## src/rtl/ccw_pkg.sv

```systemverilog
// Shared constants and types for the chained watchdog counter bank.
// Assumes a 32-bit data path and counts of twice that width.
package ccw_pkg;
    localparam int DATA_W    = 32;
    localparam int CNT_W     = 2 * DATA_W;
    localparam int GRP_SHIFT = 4;      // each counter group spans 16 bytes
    localparam int PRESC_MIN = 2;

    localparam logic [1:0] MODE_ONESHOT = 2'b00;
    localparam logic [1:0] MODE_HWTRIG  = 2'b11;
    localparam logic [3:0] TRIG_PREV    = 4'd5;

    // Word selector inside a counter group (address bits [3:2])
    typedef enum logic [1:0] {
        W_CTRL = 2'd0,
        W_LO   = 2'd1,
        W_HI   = 2'd2,
        W_NONE = 2'd3
    } word_e;
endpackage

```

## src/rtl/ccw_decode.sv

```systemverilog
// Address decoder: turns one bus access into per-counter strobes.
// Assumes word-aligned addresses; an unaligned access matches nothing.
module ccw_decode
    import ccw_pkg::*;
#(
    parameter int NUM_CNT  = 4,
    parameter int ADDR_W   = 8,
    parameter int SEL_ADDR = 'h40,
    parameter int IDX_W    = 2
) (
    input  logic [ADDR_W-1:0]  addr,
    input  logic               wr_en,
    input  logic               rd_en,
    output logic [NUM_CNT-1:0] wr_ctrl,
    output logic [NUM_CNT-1:0] wr_lo,
    output logic [NUM_CNT-1:0] wr_hi,
    output logic [NUM_CNT-1:0] rd_lo,
    output logic               wr_sel,
    output logic               grp_hit,
    output logic               sel_hit,
    output logic [IDX_W-1:0]   grp_idx,
    output word_e              word
);
    localparam int GRP_W = ADDR_W - GRP_SHIFT;
    localparam logic [ADDR_W-1:0] SEL_A = ADDR_W'(SEL_ADDR);

    logic [GRP_W-1:0] grp;

    // Split the address into group, word and alignment checks
    always_comb begin
        grp     = addr[ADDR_W-1:GRP_SHIFT];
        word    = word_e'(addr[3:2]);
        grp_hit = (int'(grp) < NUM_CNT) && (addr[1:0] == 2'b00);
        grp_idx = grp[IDX_W-1:0];
        sel_hit = (addr == SEL_A);
        wr_sel  = wr_en && sel_hit;
    end

    // Produce one strobe per counter and word
    always_comb begin
        for (int n = 0; n < NUM_CNT; n++) begin
            wr_ctrl[n] = wr_en && grp_hit && (int'(grp) == n) && (word == W_CTRL);
            wr_lo[n]   = wr_en && grp_hit && (int'(grp) == n) && (word == W_LO);
            wr_hi[n]   = wr_en && grp_hit && (int'(grp) == n) && (word == W_HI);
            rd_lo[n]   = rd_en && grp_hit && (int'(grp) == n) && (word == W_LO);
        end
    end
endmodule

```

## src/rtl/ccw_counter.sv

```systemverilog
// One 64-bit down-counter with prescaler, one-shot and hardware-trigger
// modes, end-count pulse and a high-word holding register for reads.
// Assumes at most one register write per cycle; a write beats a trigger.
module ccw_counter
    import ccw_pkg::*;
#(
    parameter int DIV_W = 8
) (
    input  logic              clk,
    input  logic              rst_n,
    input  logic              wr_ctrl,
    input  logic              wr_lo,
    input  logic              wr_hi,
    input  logic              rd_lo,
    input  logic [DATA_W-1:0] wdata,
    input  logic              trig_in,
    output logic [DATA_W-1:0] ctrl_o,
    output logic [CNT_W-1:0]  count_o,
    output logic [DATA_W-1:0] hold_o,
    output logic              end_o
);
    logic              en_q, active_q, end_q;
    logic [1:0]        mode_q;
    logic [3:0]        trig_q;
    logic [DIV_W-1:0]  div_q, pc_q, div_eff;
    logic [CNT_W-1:0]  reload_q, count_q;
    logic [DATA_W-1:0] hold_q;
    logic              tick, trig_fire;

    // Effective divide value and the decrement and trigger conditions
    always_comb begin
        div_eff   = (div_q < DIV_W'(PRESC_MIN)) ? DIV_W'(PRESC_MIN) : div_q;
        tick      = (pc_q == div_eff - 1'b1);
        trig_fire = en_q && (mode_q == MODE_HWTRIG) && (trig_q == TRIG_PREV) && trig_in;
    end

    // Control, reload, countdown and end-event state
    always_ff @(posedge clk) begin
        if (!rst_n) begin
            en_q     <= 1'b0;
            active_q <= 1'b0;
            end_q    <= 1'b0;
            mode_q   <= MODE_ONESHOT;
            trig_q   <= '0;
            div_q    <= '0;
            pc_q     <= '0;
            reload_q <= '0;
            count_q  <= '0;
        end else begin
            end_q <= 1'b0;
            if (wr_ctrl) begin
                en_q   <= wdata[0];
                mode_q <= wdata[3:2];
                trig_q <= wdata[7:4];
                div_q  <= wdata[8 +: DIV_W];
                if (!wdata[0]) begin
                    active_q <= 1'b0;
                end else if (!en_q && wdata[3:2] == MODE_ONESHOT) begin
                    active_q <= 1'b1;
                    pc_q     <= '0;
                end
            end else if (wr_lo || wr_hi) begin
                if (wr_lo) begin
                    reload_q[DATA_W-1:0] <= wdata;
                    count_q[DATA_W-1:0]  <= wdata;
                end else begin
                    reload_q[CNT_W-1:DATA_W] <= wdata;
                    count_q[CNT_W-1:DATA_W]  <= wdata;
                end
                pc_q <= '0;
            end else if (trig_fire) begin
                count_q  <= reload_q;
                active_q <= 1'b1;
                pc_q     <= '0;
            end else if (en_q && active_q) begin
                if (count_q == '0) begin
                    end_q    <= 1'b1;
                    active_q <= 1'b0;
                end else if (tick) begin
                    count_q <= count_q - 1'b1;
                    pc_q    <= '0;
                end else begin
                    pc_q <= pc_q + 1'b1;
                end
            end
        end
    end

    // Capture the high word when the low word is read
    always_ff @(posedge clk) begin
        if (!rst_n)     hold_q <= '0;
        else if (rd_lo) hold_q <= count_q[CNT_W-1:DATA_W];
    end

    assign ctrl_o  = DATA_W'({div_q, trig_q, mode_q, active_q, en_q});
    assign count_o = count_q;
    assign hold_o  = hold_q;
    assign end_o   = end_q;
endmodule

```

## src/rtl/ccw_readback.sv

```systemverilog
// Registered read multiplexer over control words, live low words, held
// high words and the select register. Assumes decoded inputs from ccw_decode.
module ccw_readback
    import ccw_pkg::*;
#(
    parameter int NUM_CNT = 4,
    parameter int IDX_W   = 2
) (
    input  logic                            clk,
    input  logic                            rst_n,
    input  logic                            rd_en,
    input  logic                            grp_hit,
    input  logic                            sel_hit,
    input  logic [IDX_W-1:0]                grp_idx,
    input  word_e                           word,
    input  logic [NUM_CNT-1:0][DATA_W-1:0]  ctrl_v,
    input  logic [NUM_CNT-1:0][CNT_W-1:0]   count_v,
    input  logic [NUM_CNT-1:0][DATA_W-1:0]  hold_v,
    input  logic [NUM_CNT-1:0]              sel_v,
    output logic [DATA_W-1:0]               rdata
);
    logic [DATA_W-1:0] mux;

    // Pick the word addressed by the current read
    always_comb begin
        mux = '0;
        if (grp_hit) begin
            case (word)
                W_CTRL:  mux = ctrl_v[grp_idx];
                W_LO:    mux = count_v[grp_idx][DATA_W-1:0];
                W_HI:    mux = hold_v[grp_idx];
                default: mux = '0;
            endcase
        end else if (sel_hit) begin
            mux = DATA_W'(sel_v);
        end
    end

    // Register read data one cycle after the strobe
    always_ff @(posedge clk) begin
        if (!rst_n)     rdata <= '0;
        else if (rd_en) rdata <= mux;
    end
endmodule

```

## src/rtl/ctr_chain_wdog.sv

```systemverilog
// Top of the chained watchdog counter bank: decoder, counter array with
// neighbour chaining, watchdog select register and read path.
// Assumes the select register holds a one-hot or zero value.
module ctr_chain_wdog
    import ccw_pkg::*;
#(
    parameter int NUM_CNT  = 4,
    parameter int ADDR_W   = 8,
    parameter int DIV_W    = 8,
    parameter int SEL_ADDR = 'h40
) (
    input  logic              clk,
    input  logic              rst_n,
    input  logic [ADDR_W-1:0] bus_addr,
    input  logic              bus_wr,
    input  logic [31:0]       bus_wdata,
    input  logic              bus_rd,
    output logic [31:0]       bus_rdata,
    output logic              wdt_reset_o
);
    localparam int IDX_W = (NUM_CNT > 1) ? $clog2(NUM_CNT) : 1;

    logic [NUM_CNT-1:0]              wr_ctrl, wr_lo, wr_hi, rd_lo;
    logic [NUM_CNT-1:0]              end_v, trig_in;
    logic [NUM_CNT-1:0][DATA_W-1:0]  ctrl_v, hold_v;
    logic [NUM_CNT-1:0][CNT_W-1:0]   count_v;
    logic [NUM_CNT-1:0]              sel_q;
    logic                            wr_sel, grp_hit, sel_hit;
    logic [IDX_W-1:0]                grp_idx;
    word_e                           word;

    ccw_decode #(
        .NUM_CNT(NUM_CNT), .ADDR_W(ADDR_W), .SEL_ADDR(SEL_ADDR), .IDX_W(IDX_W)
    ) u_dec (
        .addr(bus_addr), .wr_en(bus_wr), .rd_en(bus_rd),
        .wr_ctrl(wr_ctrl), .wr_lo(wr_lo), .wr_hi(wr_hi), .rd_lo(rd_lo),
        .wr_sel(wr_sel), .grp_hit(grp_hit), .sel_hit(sel_hit),
        .grp_idx(grp_idx), .word(word)
    );

    for (genvar n = 0; n < NUM_CNT; n++) begin : g_cnt
        if (n == 0) begin : g_first
            assign trig_in[n] = 1'b0;            // no lower neighbour
        end else begin : g_chain
            assign trig_in[n] = end_v[n-1];
        end

        ccw_counter #(.DIV_W(DIV_W)) u_cnt (
            .clk(clk), .rst_n(rst_n),
            .wr_ctrl(wr_ctrl[n]), .wr_lo(wr_lo[n]), .wr_hi(wr_hi[n]),
            .rd_lo(rd_lo[n]), .wdata(bus_wdata), .trig_in(trig_in[n]),
            .ctrl_o(ctrl_v[n]), .count_o(count_v[n]), .hold_o(hold_v[n]),
            .end_o(end_v[n])
        );
    end

    // Watchdog select register
    always_ff @(posedge clk) begin
        if (!rst_n)      sel_q <= '0;
        else if (wr_sel) sel_q <= bus_wdata[NUM_CNT-1:0];
    end

    assign wdt_reset_o = |(end_v & sel_q);

    ccw_readback #(.NUM_CNT(NUM_CNT), .IDX_W(IDX_W)) u_rb (
        .clk(clk), .rst_n(rst_n), .rd_en(bus_rd),
        .grp_hit(grp_hit), .sel_hit(sel_hit), .grp_idx(grp_idx), .word(word),
        .ctrl_v(ctrl_v), .count_v(count_v), .hold_v(hold_v), .sel_v(sel_q),
        .rdata(bus_rdata)
    );
endmodule

```

## config.mk

```make
export PLATFORM = sky130hd
export DESIGN_NAME = ctr_chain_wdog
export DESIGN_NICKNAME = d
export VERILOG_FILES = /design/src/rtl/ccw_pkg.sv /design/src/rtl/ccw_decode.sv /design/src/rtl/ccw_counter.sv /design/src/rtl/ccw_readback.sv /design/src/rtl/ctr_chain_wdog.sv
export SDC_FILE = /design/constraint.sdc
export NUM_CORES = 2
export LEC_CHECK = 0
export BUFFER_PORTS_ARGS = -buffer_cell sky130_fd_sc_hd__buf_2
export CAP_MARGIN = 10
export CORE_MARGIN = 2
export CORE_UTILIZATION = 40
export DETAILED_ROUTE_END_ITERATION = 10
export HOLD_SLACK_MARGIN = 0.05
export SLEW_MARGIN = 20
export SYNTH_ARGS = -nofsm -noshare
export SYNTH_HDL_FRONTEND = slang
export SYNTH_SLANG_ARGS = --single-unit
```

## constraint.sdc

```tcl
create_clock -name clk -period 3.75 [get_ports clk]
set_input_delay 0.5625 -clock clk [delete_from_list [all_inputs] [get_ports clk]]
set_output_delay 0.5625 -clock clk [all_outputs]
set_load 0.005 [all_outputs]
```

Word-level counts from Yosys, hierarchy flattened --
Cells that the tools add are included.
Word-level totals: output and inout port bits 33, bits of input ports 44, memories kept 0, word-level logic and storage cells 337, memory bits (read-only) 0, flip-flop bits (word level) 712, memory bits (writable) 0, latch bits 0
Operators by class: shifts and indexed selects 0, $add $sub $neg 12, mux-type cells 102, bitwise gates (word level) 13, div/mod/pow operators 0, $lt $le $gt $ge 6, multipliers 0, reductions and logical operators 108, equal/unequal tests 48
Operator list (count):
- $mux 64 | 19
- $mux 32 | 12
- $mux 8 | 35
- $logic_not 64->1 | 4
- $sub 64x1->64 const B | 4
- $bmux 32 s2 | 2
- $bmux 64 s2 | 1
- $pmux 32 s3 | 1
- $logic_and 1x1->1 | 45
- $reduce_and 5->1 | 8
- $reduce_bool 3->1 | 13
- $add 8x1->8 const B | 4
- $eq 8x8->1 | 4
- $lt 8x2->1 const B | 4
- $reduce_and 4->1 | 8
- $sub 8x1->8 const B | 4
- $mux 1 | 31
- $ne 2x2->1 const B | 12
- $eq 4x3->1 const B | 5
- $ne 2x1->1 const B | 9
- $reduce_and 3->1 | 6
- $reduce_or 5->1 | 3
- $ne 3x1->1 const B | 4
- $ne 3x3->1 const B | 4
- 17 further kinds | 47

Depth between registers and ports, before layout --
depth in word-level cells 10, depth in mapped cells 16, gate-level depth less buffers 12

Cells and area by module --
A second synthesis with hierarchy kept.
Second synthesis, totals: cells, all modules 5348, area, all modules 43462.9 um^2
By module, submodules not included:
- ccw_counter (g_cnt[0].u_cnt ...) | cells each 1243, times used 2, sequential area each 3703.6 um^2, area an instance 9790.6 um^2
- ccw_counter (g_cnt[3].u_cnt) | cells each 1240, times used 1, sequential area each 3703.6 um^2, area an instance 9763.1 um^2
- ccw_counter (g_cnt[2].u_cnt) | cells each 1250, times used 1, sequential area each 3703.6 um^2, area an instance 9688.0 um^2
- ccw_readback | cells each 317, times used 1, sequential area each 640.6 um^2, area an instance 3998.8 um^2
- ccw_decode | cells each 38, times used 1, sequential area each 0.0 um^2, area an instance 252.7 um^2
- ctr_chain_wdog | cells each 17, times used 1, sequential area each 80.1 um^2, area an instance 178.9 um^2

Least setup slack after synthesis --
OpenSTA, ideal clock, no wires.
path kind flip-flop to flip-flop, from reg g_cnt[3].u_cnt.div_q[2], to reg g_cnt[3].u_cnt.count_q[58], cell stages (with the launch flop) 16, path slack 0.317 ns, required time 3.616 ns, arrival 3.299 ns, period minus slack after synthesis 3.433 ns, buffers on the path 3, library setup time 0.134 ns, cell sequence dfxtp_1 clkbuf_1 or3_1 clkbuf_1 or4_1 nor2b_1 ha_1 xnor2_1 a21oi_1 o221ai_1 and4b_1 and2_1 nand3_1 buf_2 o311ai_0 o31ai_1
On the way: longest elaborated chain between the ends 6
RTL lines:
- start, declared | RTL line ccw_counter.sv:25 | logic [DIV_W-1:0] div_q, pc_q, div_eff;
- start signal, assigned | RTL line ccw_counter.sv:55 | div_q <= wdata[8 +: DIV_W];
- $lt 8x2->1 | RTL line ccw_counter.sv:32 | div_eff = (div_q < DIV_W'(PRESC_MIN)) ? DIV_W'(PRESC_MIN) : div_q;
- $mux 8 * | RTL line ccw_counter.sv:32
- $sub 8x1->8 * | RTL line ccw_counter.sv:33 | tick = (pc_q == div_eff - 1'b1);
- $eq 8x8->1 * | RTL line ccw_counter.sv:33
- $reduce_bool 3->1 (no source line) *
- $reduce_and 5->1 (no source line) *
- end signal, assigned by index | RTL line ccw_counter.sv:65 | count_q[DATA_W-1:0] <= wdata;
- end signal, assigned by index | RTL line ccw_counter.sv:68 | count_q[CNT_W-1:DATA_W] <= wdata;
- end signal, assigned | RTL line ccw_counter.sv:72 | count_q <= reload_q;
- end, declared | RTL line ccw_counter.sv:26 | logic [CNT_W-1:0] reload_q, count_q;
Every way passes the cells marked *; elsewhere a longest branch is shown, timed or not. A chain may end at the register's enable or synchronous reset.

Final worst setup path --
from reg g_cnt[0].u_cnt.div_q[7], to reg g_cnt[0].u_cnt.count_q[15]
On the way: longest elaborated chain between the ends 6
RTL lines (RTL line):
- start, declared | ccw_counter.sv:25
- start signal, assigned | ccw_counter.sv:55
- $lt 8x2->1 | ccw_counter.sv:32
- $mux 8 * | ccw_counter.sv:32
- $sub 8x1->8 * | ccw_counter.sv:33
- $eq 8x8->1 * | ccw_counter.sv:33
- $reduce_bool 2->1 (no source line) *
- $reduce_and 5->1 (no source line) *
- end signal, assigned by index | ccw_counter.sv:65
- end signal, assigned by index | ccw_counter.sv:68
- end signal, assigned | ccw_counter.sv:72
- end, declared | ccw_counter.sv:26
Marks and branches as above.

==> run metrics <==
Hold WS 0.296 ns; syn_nets 5,118; Worst Hold End g_cnt[2].u_cnt.count_o[30]; Register-to-Register Setup Slack 0.16 ns; initial antenna violation count 21; Initial Util 40.2%; Synth Instances 5,062; H-tree Lvls 3; clock buffer count from CTS 83; CP Class reg -> reg; CTS Hold Bufs 0; Highest Clock Rate 0.278 GHz; synthesized cell area 0.0380 mm^2; r2r worst-path depth 11; number of synthesized flops with an enable pin 0; LEAKAGE 15.8 nW; register area share after synthesis 37.5%; CP Cell Sequence or4_1, o21a_1, inv_1, ha_1, xnor2_1, xnor2_1, a211oi_1, nand3_1, or4_1, o311ai_0, a21oi_1; Ys Warns 0; fin crit share 95.8%; post-route minimum period 3.59 ns; Area Overhead vs Synth 14.5%; crit path max fanout 7; #FFs+latches synth 712; min-delay src rst_n; mean number of vias per cell 6.45; most instantiated cells after synthesis nand2_1, a21oi_1, dfxtp_1; filler-free cell count of the finished design 6,391; leading area contributor after synthesis dfxtp_1; Remaining DRCs 0; peak supply drop 317 uV; clock transition at the registers of the reported paths 0.06 ns; global-route wire length before repair 261,000 um; share of layout cells above drive strength 1 13.0%; Total Wirelength 181,000 um; DRT Pass-1 Iters 6; Final Net Count 5,113; Met3 Routed Length 23,100 um; initial DRC count 6,728; Max Cap Viol 0; register area 0.0143 mm^2; Slowest Stage Delay on Critical Path 0.80 ns; startpoint types flip-flop; I/O Pins 77; reg2reg end g_cnt[0].u_cnt.count_o[15]; largest net degree at the start of global routing 100; DRT antenna net count 0; syn avg cell area 7.52 um^2; power per cell area 412 mW/mm^2; Die Ht 312 um; CTS tree built; Multi-input gate area 0.0221 mm^2; critical path capture point type flip-flop; status finished, final reports clean; worst skew pair latency 0.69 ns; P_int 13.1 mW; Required @ worst endpoint 4.30 ns; Layout Skew 0.0363 ns; top-count cell post-synth nand2_1; routed vias 41,200; PortBufs 76; Top Metal Used met5; Row Count 113; HP Class in -> reg; CP arrival 4.14 ns; Seq pwr share 42.5%; CTS max path bufs 3; root buf cell clkbuf_16; met1 WL 71,300 um; slew margin rel. 24.4%; Switching Fraction 27.1%; final core occ 46.1%; ys flop type dfxtp_1; met2 wire len 73,800 um; total grt overflow 0; vias in the first global route 36,700; Async S/R FF share, synth 0%; Hold Path Depth 3; critical path's slowest cell or4_1; dpl cells 6,235; post-synth top area share 37.5%; core area 0.0946 mm^2; Finish-stage setup viols 0; area of the die 0.0976 mm^2; routed len/inst 28.3 um; GRT Total Usage 35.9%; detailed placer's ending HPWL 127,000 um; gpl congestion 1.02; Final Hold Vio Count 0; sw power 4.85 mW; clock sinks 712; fill cell count 9,486; total negative slack 0 ns; synth top area cells dfxtp_1, nand2_1, a21oi_1; Cell variety after synth 105; Clk pwr share 47.4%; worst r2r src g_cnt[0].u_cnt.div_q[7]; die width 312 um; worst-margin pin slew 1.13 ns; Logic pwr share 10.0%; Slew Limit Fails 0
[final cells by class]
cell class | count | area share, %
clock inverters | 31 | 0.830
clock buffers | 119 | 5.59
well taps | 1265 | 3.63
inverters | 34 | 0.310
flip-flops and latches | 712 | 32.7
diodes | 4 | 0.0230
multi-input cells | 3883 | 50.8
repair buffers | 343 | 6.12
[cells by family (layout without fill, tap and decap cells)]
logic type                 Yosys count  after routing  synth area share [%]
AOI/OAI and AO/OA                 1514           1514                  24.0
xor gates and xnor gates           115            115                  2.72
adders and majority gates           12             12                 0.395
buffers and inverters              467            527                  4.86
other                                0              4                     0
DFF                                712            712                  37.5
muxes                              103            103                  5.19
and+or+nand+nor                   2139           2139                  25.4
[worst max path at each step]
stage                             from                          to  slack [ns]  cells after the start
2_1_floorplan  g_cnt[3].u_cnt.div_q[2]  g_cnt[3].u_cnt.count_o[58]        0.32                     15
3_3_place_gp   g_cnt[0].u_cnt.div_q[7]      g_cnt[0].u_cnt.pc_q[1]        0.09                     13
3_5_place_dp   g_cnt[0].u_cnt.div_q[7]      g_cnt[0].u_cnt.pc_q[1]        0.04                     13
4_1_cts        g_cnt[3].u_cnt.div_q[2]  g_cnt[3].u_cnt.count_o[60]        0.05                     13
5_1_grt        g_cnt[0].u_cnt.div_q[7]  g_cnt[0].u_cnt.count_o[62]       -0.02                     14
6_report       g_cnt[0].u_cnt.div_q[7]  g_cnt[0].u_cnt.count_o[15]        0.16                     11
[flip-flops by register name, summed over array words and instances (netlist names), 8 cells and up]
signal / flops
g_cnt.u_cnt.hold_o: 128
g_cnt.u_cnt.count_o: 256
g_cnt.u_cnt.mode_q: 8
u_rb.rdata: 32
g_cnt.u_cnt.pc_q: 32
g_cnt.u_cnt.div_q: 32
g_cnt.u_cnt.trig_q: 16
g_cnt.u_cnt.reload_q: 192
[power by group through the flow]
stage	Sequential (mW)	Combinational [mW]	Clock (mW)
6_report	7.63	1.80	8.51
5_1_grt	7.62	1.89	8.82
4_1_cts	7.62	1.73	8.54
3_5_place_dp	7.79	1.72	0
3_3_place_gp	7.79	1.72	0
2_1_floorplan	7.78	1.05	0
[metal layers]
metal | GRT usage, % | vias up
li1 | - | 18200
met1 | 49.2 | 19700
met2 | 50.8 | 2735
met3 | 9.18 | 602
met4 | 21.1 | 26
met5 | 0 | -
[placed cells by master, fill, tap and decap left out, drive strengths merged, types with 89 or more instances in the layout]
master and instances:
clkbuf 119, nor2 428, nor4 89, o21ai 268, nand3 113, nor3 140, a21oi 722, a211oi 129
buf 343, nand2 1076, dfxtp 712
[worst max-delay path, delay by kind of cell (launching register included)]
kind | cells | cell delay (ns)
flip-flops | 1 | 0.30
XOR/XNOR | 2 | 0.23
AO/OA/AOI/OAI | 4 | 0.91
adder cells (fa/ha/maj) | 1 | 0.17
AND/OR/NAND/NOR | 3 | 1.78
buffers and inverters | 1 | 0.06
[per-stage QoR]
stage | setup slack, ns | total power, mW | instance area, um^2
after CTS | 0.0506 | 17.9 | 43500
after detailed placement | 0.0379 | 9.52 | 40700
after global placement | 0.0863 | 9.51 | 40700
final | 0.158 | 17.9 | 43600
after floorplan | 0.317 | 8.82 | 38000
after global routing | -0.0215 | 18.3 | 43600
[repair_timing]
| action | in CTS | in global routing |
|---|---|---|
| endpoints found under the setup margin | 1 | 78 |
| resized for setup | 1 | 11 |
| setup buffers | 0 | 2 |
| pin swaps | 0 | 2 |
Power figures use the tool's default switching activity.
